`src/rtl/rl_pkt_tx_pkg.sv`:
```
package rl_pkt_tx_pkg;

  localparam int QWORD_W = 64;

  // width of the unused-qword count; at least one bit so the port always exists
  function automatic int empty_width(int data_w);
    int nq;
    nq = data_w / QWORD_W;
    return (nq > 2) ? $clog2(nq) : 1;
  endfunction

endpackage

```
`src/rtl/rl_ready_pipe.sv`:
```
module rl_ready_pipe #(
  parameter int LAT = 2
) (
  input  logic clk_i,
  input  logic rst_ni,
  input  logic ready_i,
  output logic grant_o
);

  logic [LAT-1:0] hist_q;

  generate
    if (LAT == 1) begin : g_single
      always_ff @(posedge clk_i or negedge rst_ni) begin
        if (!rst_ni) hist_q <= '0;
        else         hist_q <= ready_i;
      end
    end else begin : g_shift
      always_ff @(posedge clk_i or negedge rst_ni) begin
        if (!rst_ni) hist_q <= '0;
        else         hist_q <= {hist_q[LAT-2:0], ready_i};
      end
    end
  endgenerate

  assign grant_o = hist_q[LAT-1];

endmodule

```
`src/rtl/rl_startup_gate.sv`:
```
module rl_startup_gate #(
  parameter int WAIT_CYC = 2
) (
  input  logic clk_i,
  input  logic rst_ni,
  output logic open_o
);

  generate
    if (WAIT_CYC == 0) begin : g_none
      assign open_o = 1'b1;
    end else begin : g_count
      localparam int CW = $clog2(WAIT_CYC + 1);
      localparam logic [CW-1:0] LIMIT = CW'(WAIT_CYC);
      logic [CW-1:0] cnt_q;

      always_ff @(posedge clk_i or negedge rst_ni) begin
        if (!rst_ni)             cnt_q <= '0;
        else if (cnt_q != LIMIT) cnt_q <= cnt_q + 1'b1;
      end

      assign open_o = (cnt_q == LIMIT);
    end
  endgenerate

endmodule

```
`src/rtl/rl_empty_fmt.sv`:
```
module rl_empty_fmt #(
  parameter int DATA_W  = 128,
  parameter int EMPTY_W = 1
) (
  input  logic               eop_i,
  input  logic [EMPTY_W-1:0] empty_i,
  output logic [EMPTY_W-1:0] empty_o
);

  generate
    if (DATA_W <= rl_pkt_tx_pkg::QWORD_W) begin : g_narrow
      assign empty_o = '0;
    end else begin : g_wide
      assign empty_o = eop_i ? empty_i : '0;
    end
  endgenerate

endmodule

```
`src/rtl/rl_pkt_tx.sv`:
```
module rl_pkt_tx
  import rl_pkt_tx_pkg::*;
#(
  parameter int DATA_W      = 128,
  parameter int READY_LAT   = 2,
  parameter int STARTUP_CYC = 2,
  localparam int EMPTY_W    = empty_width(DATA_W)
) (
  input  logic               clk_i,
  input  logic               rst_ni,
  input  logic               src_valid_i,
  input  logic [DATA_W-1:0]  src_data_i,
  input  logic               src_sop_i,
  input  logic               src_eop_i,
  input  logic [EMPTY_W-1:0] src_empty_i,
  output logic               src_pop_o,
  input  logic               tx_ready_i,
  output logic               tx_valid_o,
  output logic [DATA_W-1:0]  tx_data_o,
  output logic               tx_sop_o,
  output logic               tx_eop_o,
  output logic [EMPTY_W-1:0] tx_empty_o
);

  logic grant;
  logic open;
  logic fire;

  rl_ready_pipe #(.LAT(READY_LAT)) u_ready_pipe (
    .clk_i   (clk_i),
    .rst_ni  (rst_ni),
    .ready_i (tx_ready_i),
    .grant_o (grant)
  );

  rl_startup_gate #(.WAIT_CYC(STARTUP_CYC)) u_startup (
    .clk_i  (clk_i),
    .rst_ni (rst_ni),
    .open_o (open)
  );

  // a beat moves only in a granted slot once startup is over
  assign fire       = grant & open & src_valid_i;
  assign src_pop_o  = fire;
  assign tx_valid_o = fire;
  assign tx_data_o  = src_data_i;
  assign tx_sop_o   = fire & src_sop_i;
  assign tx_eop_o   = fire & src_eop_i;

  rl_empty_fmt #(.DATA_W(DATA_W), .EMPTY_W(EMPTY_W)) u_empty (
    .eop_i   (tx_eop_o),
    .empty_i (src_empty_i),
    .empty_o (tx_empty_o)
  );

endmodule

```
`config.mk`:
```
export PLATFORM = sky130hd
export DESIGN_NAME = rl_pkt_tx
export DESIGN_NICKNAME = d
export VERILOG_FILES = /design/src/rtl/rl_pkt_tx_pkg.sv /design/src/rtl/rl_ready_pipe.sv /design/src/rtl/rl_startup_gate.sv /design/src/rtl/rl_empty_fmt.sv /design/src/rtl/rl_pkt_tx.sv
export SDC_FILE = /design/constraint.sdc
export NUM_CORES = 1
export LEC_CHECK = 0
export BUFFER_PORTS_ARGS = -buffer_cell sky130_fd_sc_hd__buf_2
export CORE_AREA = 2 2 104 106
export CTS_CLUSTER_SIZE = 28
export DETAILED_ROUTE_END_ITERATION = 8
export DIE_AREA = 0 0 106 108
export SYNTH_ARGS = -nofsm -noshare
export SYNTH_HDL_FRONTEND = slang
export SYNTH_SLANG_ARGS = --single-unit
```
`constraint.sdc`:
```
create_clock -name clk_i -period 1.31 [get_ports clk_i]
set_input_delay 0.262 -clock clk_i [delete_from_list [all_inputs] [get_ports clk_i]]
set_output_delay 0.262 -clock clk_i [all_outputs]
set_load 0.01 [all_outputs]
```
==> results of run 1 <==
## stage by stage
| step | instance area [um2] | hold slack [ns] |
|---|---|---|
| 4_1_cts | 468 | 0.155 |
| 3_3_place_gp | 407 | 0.0658 |
| 2_1_floorplan | 1140 | -0.0336 |
| 3_5_place_dp | 407 | 0.0679 |
| 5_1_grt | 482 | 0.155 |
| 6_report | 482 | 0.157 |
## cells in the final DEF, fill, tap and decap left out, drive strengths merged
| master | count |
|---|---|
| and3 | 1 |
| mux2i | 1 |
| xnor2 | 1 |
| dfrtp | 4 |
| and2 | 2 |
| inv | 2 |
| ha | 1 |
| and4 | 1 |
| buf | 14 |
| clkbuf | 3 |
| dlygate4sd3 | 1 |
## timing repair
| action | CTS | global route |
|---|---|---|
| pin swaps | 2 | 0 |
| endpoints found under the setup margin | 5 | 5 |
| hold buffers | 1 | 0 |
| endpoints found under the hold margin | 4 | 0 |
| resized for setup | 1 | 1 |
| buffers inserted | 1 | 1 |
## cells in the mapped netlist (all sizes together)
master and instances:
mux2i 1, and3 1, inv 2, xnor2 1, buf 129, dfrtp 4, and2 2, and4 1
ha 1
## path summary, 6_finish.rpt
path	depth (start not counted)	startpoint	slack, ns	end
min in group asynchronous	2	rst_ni	0.39	u_ready_pipe.hist_q[0]$_DFF_PN0_
max in group asynchronous	2	rst_ni	0.80	u_startup.g_count.cnt_q[0]$_DFFE_PN0P_
min	1	tx_ready_i	0.16	u_ready_pipe.hist_q[0]$_DFF_PN0_
max reg2reg	4	u_startup.g_count.cnt_q[0]$_DFFE_PN0P_	0.33	u_startup.g_count.cnt_q[1]$_DFFE_PN0P_
min reg2reg	0	u_ready_pipe.hist_q[0]$_DFF_PN0_	0.35	u_ready_pipe.hist_q[1]$_DFF_PN0_
max	5	u_startup.g_count.cnt_q[0]$_DFFE_PN0P_	-0.20	tx_sop_o
## power by group through the flow
stage,sequential (W),clock (W),combinational [W]
global route,0.000129,0.000268,0.0000338
global placement,0.000130,0,0.0000267
finish,0.000129,0.000249,0.0000312
floorplan,0.000130,0,0.000415
CTS,0.000129,0.000255,0.0000293
detailed placement,0.000131,0,0.0000270
## per-layer routing
layer / wire length (um) / vias up / global-route usage (%)
met5: 0 / - / 0.893
met4: 402 / 0 / 7.05
met3: 1580 / 54 / 11.6
met2: 1120 / 143 / 5.12
met1: 229 / 99 / 0.760
li1: - / 79 / -
## cell type report
cell class                      instances  area, um2
Clock buffer                            3       41.3
Timing Repair Buffer                   15       93.8
Fill cell                            1199       9750
Inverter                                2       7.51
Multi-Input combinational cell          7       68.8
Tap cell                              136        170
Sequential cell                         4        100
## sequential cells by signal, indices dropped and copies added (netlist names)
signal                   cells
u_ready_pipe.hist_q          2
u_startup.g_count.cnt_q      2
## kinds of logic (layout without fill, tap and decap cells)
family / after synthesis / in the layout / synth area share, %
muxes: 1 / 1 / 0.882
xor gates and xnor gates: 1 / 1 / 0.772
DFF: 4 / 4 / 8.82
buffers and inverters: 131 / 20 / 86.0
adders and majority gates: 1 / 1 / 1.10
and+or+nand+nor: 4 / 4 / 2.43
==> impl_metrics.csv, run 1 <==
group,metric,value,unit
timing,drv_slew,0,
clocking,cts-root-buf,"clkbuf_8",
power,power.leakage,0.180,nW
synthesis,synth_seq_area_share,8.82,%
run_status,outcome,"finished with violations",
timing,setup_tns,-0.662,ns
floorplanning,num_rows,37,
grt,grt_antenna_before_repair,0,
worst_setup_path,required,1.05,ns
clocking,cts_tree,"yes",
drt,drc_errors,0,
power,combPwrFrac,7.6,%
layout,finalNonFillerCells,167,
floorplanning,dieArea,11400,um2
clocking,htree_levels,1,
synthesis,yosys_warnings,0,
synthesis,syn_nets,278,
grt,overflow,0,
floorplanning,die_w,106,um
timing,finClkSkew,0.0000396,ns
power,vdd_ir_drop_max,552,uV
floorplanning,start_util,11.1,%
power,p_per_area,850,nW/um2
grt,grt_first_pass_wirelength,3.89,mm
place,dp_hpwl,2.88,mm
clocking,insertion_delay,0.21,ns
synthesis,ys_seq_elements,4,
run,cap_viol_max_count,0,
timing,setup_violations,5,
power,power,0.000410,W
place,place_ws,-0.0116,ns
synthesis,syn_avg_cell_area,7.99,um2
place,routabilityCongestion,0.564,
worst_hold_path,min_path_type,"in2reg",
layout,syn2layout_area_growth,-57.6,%
timing,tightest_slew,0.150,ns
floorplanning,core_region_area,10200,um2
timing,fin_ws,-0.201,ns
place,io_buffers,11,
timing,rsz0062_at_grt,"true",
timing,slew_headroom,89.9,%
drt,dr_total_vias,375,
worst_setup_path,worstPathCellList,"inv_1, ha_2, and3_4, and2_1, buf_2",
drt,final_antenna_net_count,0,
timing,timing.final.crit_share,115,%
layout,nets,169,
synthesis,synth_cell_types,9,
layout,diodes,0,
worst_setup_path,cp.arrival,1.25,ns
worst_setup_path,crit_family,"flip-flops",
timing,max_freq,662,MHz
grt,first_global_vias,448,
drt,avgRoutedWirePerCell,19.9,um
synthesis,synth_top_cell_area_share,85.3,%
run_status,violations,"setup timing",
worst_setup_path,criticalPathCategory,"reg2out",
timing,report.final.hold_viol_count,0,
floorplanning,ios,268,
grt,grt_max_degree,5,
synthesis,syn_inst,142,
place,dp_cells,161,
worst_setup_path,slowest_stage,"dfrtp_1",
layout,final_layout_size_suffix_gt1_share,64.5,%
worst_setup_path,slowest_delay,0.37,ns
layout,utilization,4.71,%
worst_setup_path,critPathBufInv,2,
clocking,numCtsBuffers,3,
worst_setup_path,cp-end-kind,"output port",
clocking,cts.sinks,4,
drt,firstDrtPassIters,2,
power,switching_power,0.0000680,W
drt,wl,3.33,mm
synthesis,synth_top_area_cell,"buf_4",
synthesis,synth.area.top_cells,"buf_4 85%, dfrtp_1 8.8%, and2_1 1.1%, ha_1 1.1%, mux2i_1 0.88%",
power,pwr-share-seq,31.5,%
clocking,cts.clk_slew.worst_paths,0.03,ns
power,clockPowerShare,60.9,%
worst_setup_path,cp_max_fo,3,
drt,drt_iter0_drc,5,
power,swShare,16.6,%
clocking,cts_buffer_depth,2,
synthesis,syn_area,1130,um2
grt,gr-usage-all-layers,5.10,%
power,p_int,0.000342,W
floorplanning,fp.dieH,108,um
timing,timing.final.crit_period,1.51,ns
drt,avgViaCountPerCell,2.25,
worst_setup_path,startpoint_type,"flip-flop",
Note: power is estimated with default switching activity, not from simulation.
==> run 2: changes to the inputs <==
- PLACE_DENSITY: default -> 0.53
==> run 2 against run 1 <==
  * The flow still finishes with violations (setup timing)
  * First-iteration DRC count increased by 60%
  * Global-route usage increased by 0.064 points
  * Die area unchanged
  * Critical endpoint is now tx_empty_o
  * Cell count decreased by 0.60%
  * Total power increased by 2.7%
  * Non-clock buffer count decreased by 1
  * Sequential power about the same
  * Clock-buffer cell count unchanged
  * Combinational power increased by 12%
  * Sequential share of layout area decreased by 0.58 points
  * Hold slack improved by 0.0043 ns
==> impl_metrics.csv, run 2 (synthesis gave the netlist of run 1 again) <==
group,metric,value,unit
place,routabilityCongestion,0.614,
layout,diodes,0,
power,vdd_ir_drop_max,466,uV
worst_setup_path,startpoint_type,"flip-flop",
timing,report.final.hold_viol_count,0,
worst_setup_path,cp_max_fo,3,
place,place_ws,-0.0137,ns
drt,dr_total_vias,384,
grt,grt_first_pass_wirelength,3.81,mm
drt,drt_iter0_drc,8,
run_status,violations,"setup timing",
floorplanning,num_rows,37,
power,p_per_area,849,nW/um2
timing,timing.final.crit_share,114,%
clocking,cts.sinks,4,
timing,setup_violations,5,
floorplanning,fp.dieH,108,um
drt,top_layer_used,"met4",
place,dp_hpwl,2.88,mm
run,cap_viol_max_count,0,
timing,holdWs,0.162,ns
floorplanning,start_util,11.1,%
worst_setup_path,cp-end-kind,"output port",
worst_setup_path,criticalPathCategory,"reg2out",
layout,final_layout_size_suffix_gt1_share,73.3,%
layout,top_regs,"u_ready_pipe.hist_q (2), u_startup.g_count.cnt_q (2)",
grt,grt_antenna_before_repair,0,
clocking,htree_levels,1,
grt,overflow,0,
clocking,cts.clk_slew.worst_paths,0.03,ns
clocking,cts_buffer_depth,2,
timing,max_freq,668,MHz
drt,avgViaCountPerCell,2.31,
floorplanning,die_w,106,um
clocking,numCtsBuffers,3,
timing,slew_headroom,91.4,%
place,io_buffers,11,
grt,grt_max_degree,5,
clocking,insertion_delay,0.22,ns
drt,firstDrtPassIters,2,
timing,finClkSkew,0.0000239,ns
clocking,cts_setup_buffers,0,
layout,utilization,4.84,%
floorplanning,ios,268,
grt,gr-usage-all-layers,5.17,%
drt,wl_met3,1.42,mm
worst_hold_path,min_path_type,"in2reg",
drt,wl,3.34,mm
drt,met2_length,1.24,mm
grt,first_global_vias,434,
drt,met1_length,248,um
floorplanning,dieArea,11400,um2
run_status,outcome,"finished with violations",
drt,final_antenna_net_count,0,
timing,timing.final.crit_period,1.50,ns
layout,syn2layout_area_growth,-56.3,%
clocking,cts-root-buf,"clkbuf_8",
timing,rsz0062_at_grt,"true",
timing,drv_slew,0,
timing,tightest_slew,0.125,ns
power,power.leakage,0.181,nW
timing,fin_ws,-0.186,ns
floorplanning,core_region_area,10200,um2
clocking,cts_tree,"yes",
layout,nets,168,
layout,layout_common_cells,"9 x buf_2, 4 x dfrtp_1, 3 x clkbuf_8",
drt,drc_errors,0,
layout,final_common_cell,"buf_2",
drt,avgRoutedWirePerCell,20.1,um
timing,setup_tns,-0.551,ns
worst_setup_path,required,1.05,ns
worst_setup_path,cp.arrival,1.23,ns
[run 2: cell count changes in the layout (fill, tap and decap cells not counted), sizes merged]
cell	change
buf	-1
[run 2: critical path, cell delays in order (launching register included)]
cell	delay [ns]
dfrtp_1	0.37
inv_2	0.07
ha_4	0.14
and4_4	0.21
and2_4	0.14
buf_6	0.09
[run 2: final cells by class]
cell class / count / area [um2]
well taps: 136 / 170
multi-input cells: 7 / 83.8
repair buffers: 14 / 92.6
flip-flops and latches: 4 / 100
clock buffers: 3 / 41.3
inverters: 2 / 7.51
fillers: 1209 / 9740
[run 2: worst paths after layout]
kind | startpoint | to | slack, ns | cells after the start
max in group asynchronous | rst_ni | u_ready_pipe.hist_q[0]$_DFF_PN0_ | 0.81 | 2
worst min register to register | u_ready_pipe.hist_q[0]$_DFF_PN0_ | u_ready_pipe.hist_q[1]$_DFF_PN0_ | 0.35 | 0
worst max register to register | u_startup.g_count.cnt_q[0]$_DFFE_PN0P_ | u_startup.g_count.cnt_q[1]$_DFFE_PN0P_ | 0.36 | 4
min in group asynchronous | rst_ni | u_startup.g_count.cnt_q[0]$_DFFE_PN0P_ | 0.38 | 2
worst min-delay path | tx_ready_i | u_ready_pipe.hist_q[0]$_DFF_PN0_ | 0.16 | 1
worst max-delay path | u_startup.g_count.cnt_q[0]$_DFFE_PN0P_ | tx_empty_o | -0.19 | 5
[run 2: what timing repair did]
action | CTS | global route
hold endpoints to repair | 4 | 0
pin swaps | 2 | 1
hold buffers | 1 | 0
cloned | 0 | 0
setup endpoints to repair | 5 | 5
gates resized for setup | 1 | 6
[run 2: through the flow]
step / total power (W) / instance area (um2) / instances
2_1_floorplan: 0.000545 / 1140 / 142
3_3_place_gp: 0.000158 / 414 / 162
3_5_place_dp: 0.000158 / 414 / 162
4_1_cts: 0.000424 / 468 / 166
5_1_grt: 0.000441 / 495 / 166
6_report: 0.000421 / 495 / 166
[run 2: routing by layer]
metal	up-vias	GRT usage, %
met2	139	5.35
met5	-	0
met3	48	10.7
li1	77	-
met4	0	8.08
met1	120	0.978
[run 2: report_power, final]
part	total, W	switching [W]	internal (W)
logic	0.0000349	0.0000140	0.0000209
clock network	0.000257	0.0000612	0.000196
registers	0.000129	0.00000122	0.000128
total	0.000421	0.0000764	0.000344
==> run 3: changes to the inputs <==
- CELL_PAD_IN_SITES_DETAIL_PLACEMENT: default -> 2
- CELL_PAD_IN_SITES_GLOBAL_PLACEMENT: default -> 2
- CORE_AREA: 2 2 104 106 -> default
- CORE_ASPECT_RATIO: default -> 1.75
- CORE_MARGIN: default -> 2
- CORE_UTILIZATION: default -> 10
- DIE_AREA: 0 0 106 108 -> default
- PLACE_DENSITY: 0.53 -> 0.95
- SYNTH_HIERARCHICAL: default -> 1
==> run 3 against run 2 <==
  * The flow still finishes with violations (setup timing)
  * Sequential share of layout area fell by 2.6 points
  * Non-clock buffer count is 5 higher
  * Clock-buffer cell count unchanged
  * Critical path depth unchanged
  * Hold slack got worse by 0.013 ns
  * Critical path type unchanged
  * Largest power group unchanged
==> impl_metrics.csv, run 3 <==
group,metric,value,unit
run_status,outcome,"finished with violations",
run_status,violations,"setup timing",
layout,nets,175,
synthesis,syn_area,1150,um2
layout,multiInputGateArea,96.3,um2
layout,top_regs,"u_ready_pipe/hist_q (2), u_startup/g_count.cnt_q (2)",
synthesis,muxShareOfSynthArea,0,%
synthesis,yosysMostFrequentCell,"buf_4",
worst_setup_path,slowest_delay,0.38,ns
timing,slew_headroom,91.7,%
worst_setup_path,cp_max_fo,3,
grt,overflow,0,
drt,drt_iter0_drc,3,
worst_setup_path,required,1.05,ns
clocking,insertion_delay,0.22,ns
synthesis,synth_top_area_cell,"buf_4",
timing,fin_ws,-0.195,ns
synthesis,synth-compound-area-share,0.437,%
clocking,htree_levels,1,
synthesis,syn_avg_cell_area,8.01,um2
grt,first_global_vias,523,
worst_setup_path,worstPathCellList,"inv_2, ha_4, and4_1, and2_1, buf_2",
drt,final_antenna_net_count,0,
synthesis,synth_edf_count,0,
grt,grt_first_pass_wirelength,8.04,mm
clocking,numCtsBuffers,3,
synthesis,synthSimpleGateAreaFrac,3.06,%
timing,max_freq,665,MHz
grt,grt_max_degree,5,
worst_setup_path,criticalPathCategory,"reg2out",
floorplanning,ios,268,
worst_setup_path,worstReg2RegStart,"u_startup/g_count.cnt_q[0]$_DFFE_PN0P_",
synthesis,synth_ff_type,"dfrtp_1",
layout,final_layout_size_suffix_gt1_share,72.2,%
grt,gr-usage-all-layers,10.8,%
timing,setup_violations,5,
synthesis,synth_adder_area_share,2.18,%
floorplanning,fp.dieH,146,um
power,power.leakage,0.219,nW
timing,timing.final.crit_share,115,%
timing,timing.final.crit_period,1.50,ns
layout,ff_latch_area,100,um2
worst_setup_path,slowest_stage,"dfrtp_1",
worst_setup_path,cp-end-kind,"output port",
synthesis,synth_seq_area_share,8.73,%
layout,fillers,1299,
worst_setup_path,cp.arrival,1.24,ns
synthesis,synth.area.top_cells,"buf_4 84%, dfrtp_1 8.7%, ha_1 2.2%, and4_1 1.5%, xnor2_1 0.76%",
timing,rsz0062_at_grt,"true",
clocking,cts.sinks,4,
synthesis,synth_cell_types,10,
worst_hold_path,hold_path_end,"u_ready_pipe/hist_q[0]$_DFF_PN0_",
drt,avgRoutedWirePerCell,41.4,um
floorplanning,num_rows,51,
floorplanning,core_region_area,11200,um2
synthesis,ys_seq_elements,4,
clocking,cts.clk_slew.worst_paths,0.03,ns
layout,final_common_cell,"buf_4",
worst_hold_path,min_path_type,"in2reg",
timing,tightest_slew,0.124,ns
synthesis,synth_top_family_by_area,"buffers and inverters",
synthesis,syn_nets,280,
floorplanning,start_util,10.3,%
floorplanning,die_w,84.9,um
synthesis,yosys_warnings,6,
synthesis,async_flop_share,100,%
grt,grt_antenna_before_repair,1,
timing,drv_slew,0,
clocking,cts_tree,"yes",
clocking,cts_buffer_depth,2,
timing,finClkSkew,0.000110,ns
power,p_per_area,1120,nW/um2
synthesis,syn_inst,143,
power,power,0.000639,W
worst_setup_path,rrSetupSlack,0.07,ns
worst_setup_path,reg2regPathDepth,6,
timing,report.final.hold_viol_count,0,
power,vdd_ir_drop_max,787,uV
worst_setup_path,crit_family,"flip-flops",
worst_hold_path,hold_start,"tx_ready_i",
place,routabilityCongestion,0.708,
drt,firstDrtPassIters,2,
drt,dr_total_vias,389,
drt,wl,6.95,mm
synthesis,synth_top_cell_area_share,84.5,%
place,io_buffers,11,
layout,syn2layout_area_growth,-50.3,%
worst_hold_path,hold_depth,1,
run,cap_viol_max_count,0,
worst_setup_path,timing.rr.end,"u_startup/g_count.cnt_q[1]$_DFFE_PN0P_",
floorplanning,dieArea,12400,um2
layout,layout_common_cells,"9 x buf_4, 8 x buf_2, 4 x dfrtp_1",
layout,diodes,0,
synthesis,synth_xor_area_share,0.764,%
drt,avgViaCountPerCell,2.32,
clocking,cts-root-buf,"clkbuf_16",
timing,setup_tns,-0.550,ns
drt,drc_errors,0,
worst_setup_path,startpoint_type,"flip-flop",
synthesis,synth_common_cells,"129 x buf_4, 4 x dfrtp_1, 2 x and4_1, 2 x ha_1",
worst_setup_path,critPathBufInv,2,
[run 3: how the worst max path moves through the flow]
stage | startpoint | endpoint | slack, ns | cells past startpoint
finish | u_startup/g_count.cnt_q[0]$_DFFE_PN0P_ | tx_empty_o | -0.19 | 5
global route | u_startup/g_count.cnt_q[0]$_DFFE_PN0P_ | tx_empty_o | -0.28 | 5
CTS | u_startup/g_count.cnt_q[0]$_DFFE_PN0P_ | tx_empty_o | -0.21 | 5
detailed placement | u_startup/g_count.cnt_q[0]$_DFFE_PN0P_ | tx_empty_o | -0.05 | 5
global placement | u_startup/g_count.cnt_q[0]$_DFFE_PN0P_ | tx_empty_o | -0.008 | 5
floorplan | u_startup/g_count.cnt_q[0]$_DFFE_PN0P_ | tx_empty_o | 0.05 | 4
[run 3: worst register-to-register path: stages, from the launching register on]
cell and delay (ns):
dfrtp_1 0.35, inv_2 0.06, buf_4 0.13, buf_4 0.12, buf_4 0.12, ha_2 0.29
o21ai_1 0.05
[run 3: through the flow]
step | worst slack (ns) | cells | area, um2 | util [%] | hold slack [ns]
5_1_grt | -0.275 | 168 | 569 | 5.10 | 0.152
6_report | -0.195 | 168 | 569 | 5.10 | 0.149
2_1_floorplan | 0.0450 | 143 | 1150 | - | -0.0336
4_1_cts | -0.215 | 166 | 538 | 4.82 | 0.145
3_3_place_gp | -0.00776 | 160 | 420 | 3.76 | 0.0694
3_5_place_dp | -0.0490 | 160 | 420 | 3.76 | 0.0765
[run 3: power by group]
part | leakage (nW) | internal (W) | switching (W) | total (W)
sequential | 0.0460 | 0.000128 | 0.00000176 | 0.000129
combinational | 0.136 | 0.0000197 | 0.0000155 | 0.0000352
clock | 0.0370 | 0.000390 | 0.0000846 | 0.000474
[run 3: layer usage]
layer	part of all wire, %	global-route usage (%)
met1	4.1	1.31
met2	43	15.7
met3	41	18.8
met4	12	13.5
met5	0	0
[run 3: final cells by class]
cell class | count | area share [%]
tap | 132 | 29.0
timing repair buffer | 19 | 22.6
sequential | 4 | 17.6
multi-input combinational | 9 | 16.9
clock buffer | 3 | 13.2
inverter | 1 | 0.659
[run 3: what timing repair did]
action / in CTS / in global routing
resized for setup: 5 / 4
hold buffers: 1 / 0
setup buffers: 2 / 2
pin swaps: 2 / 1
hold endpoints to repair: 4 / 0
endpoints found under the setup margin: 5 / 5
[run 3: cell families after synthesis]
family                     count (synthesis)
buffers and inverters                    130
AOI/OAI and AO/OA                          1
xor gates and xnor gates                   1
DFF                                        4
adders and majority gates                  2
and+or+nand+nor                            5
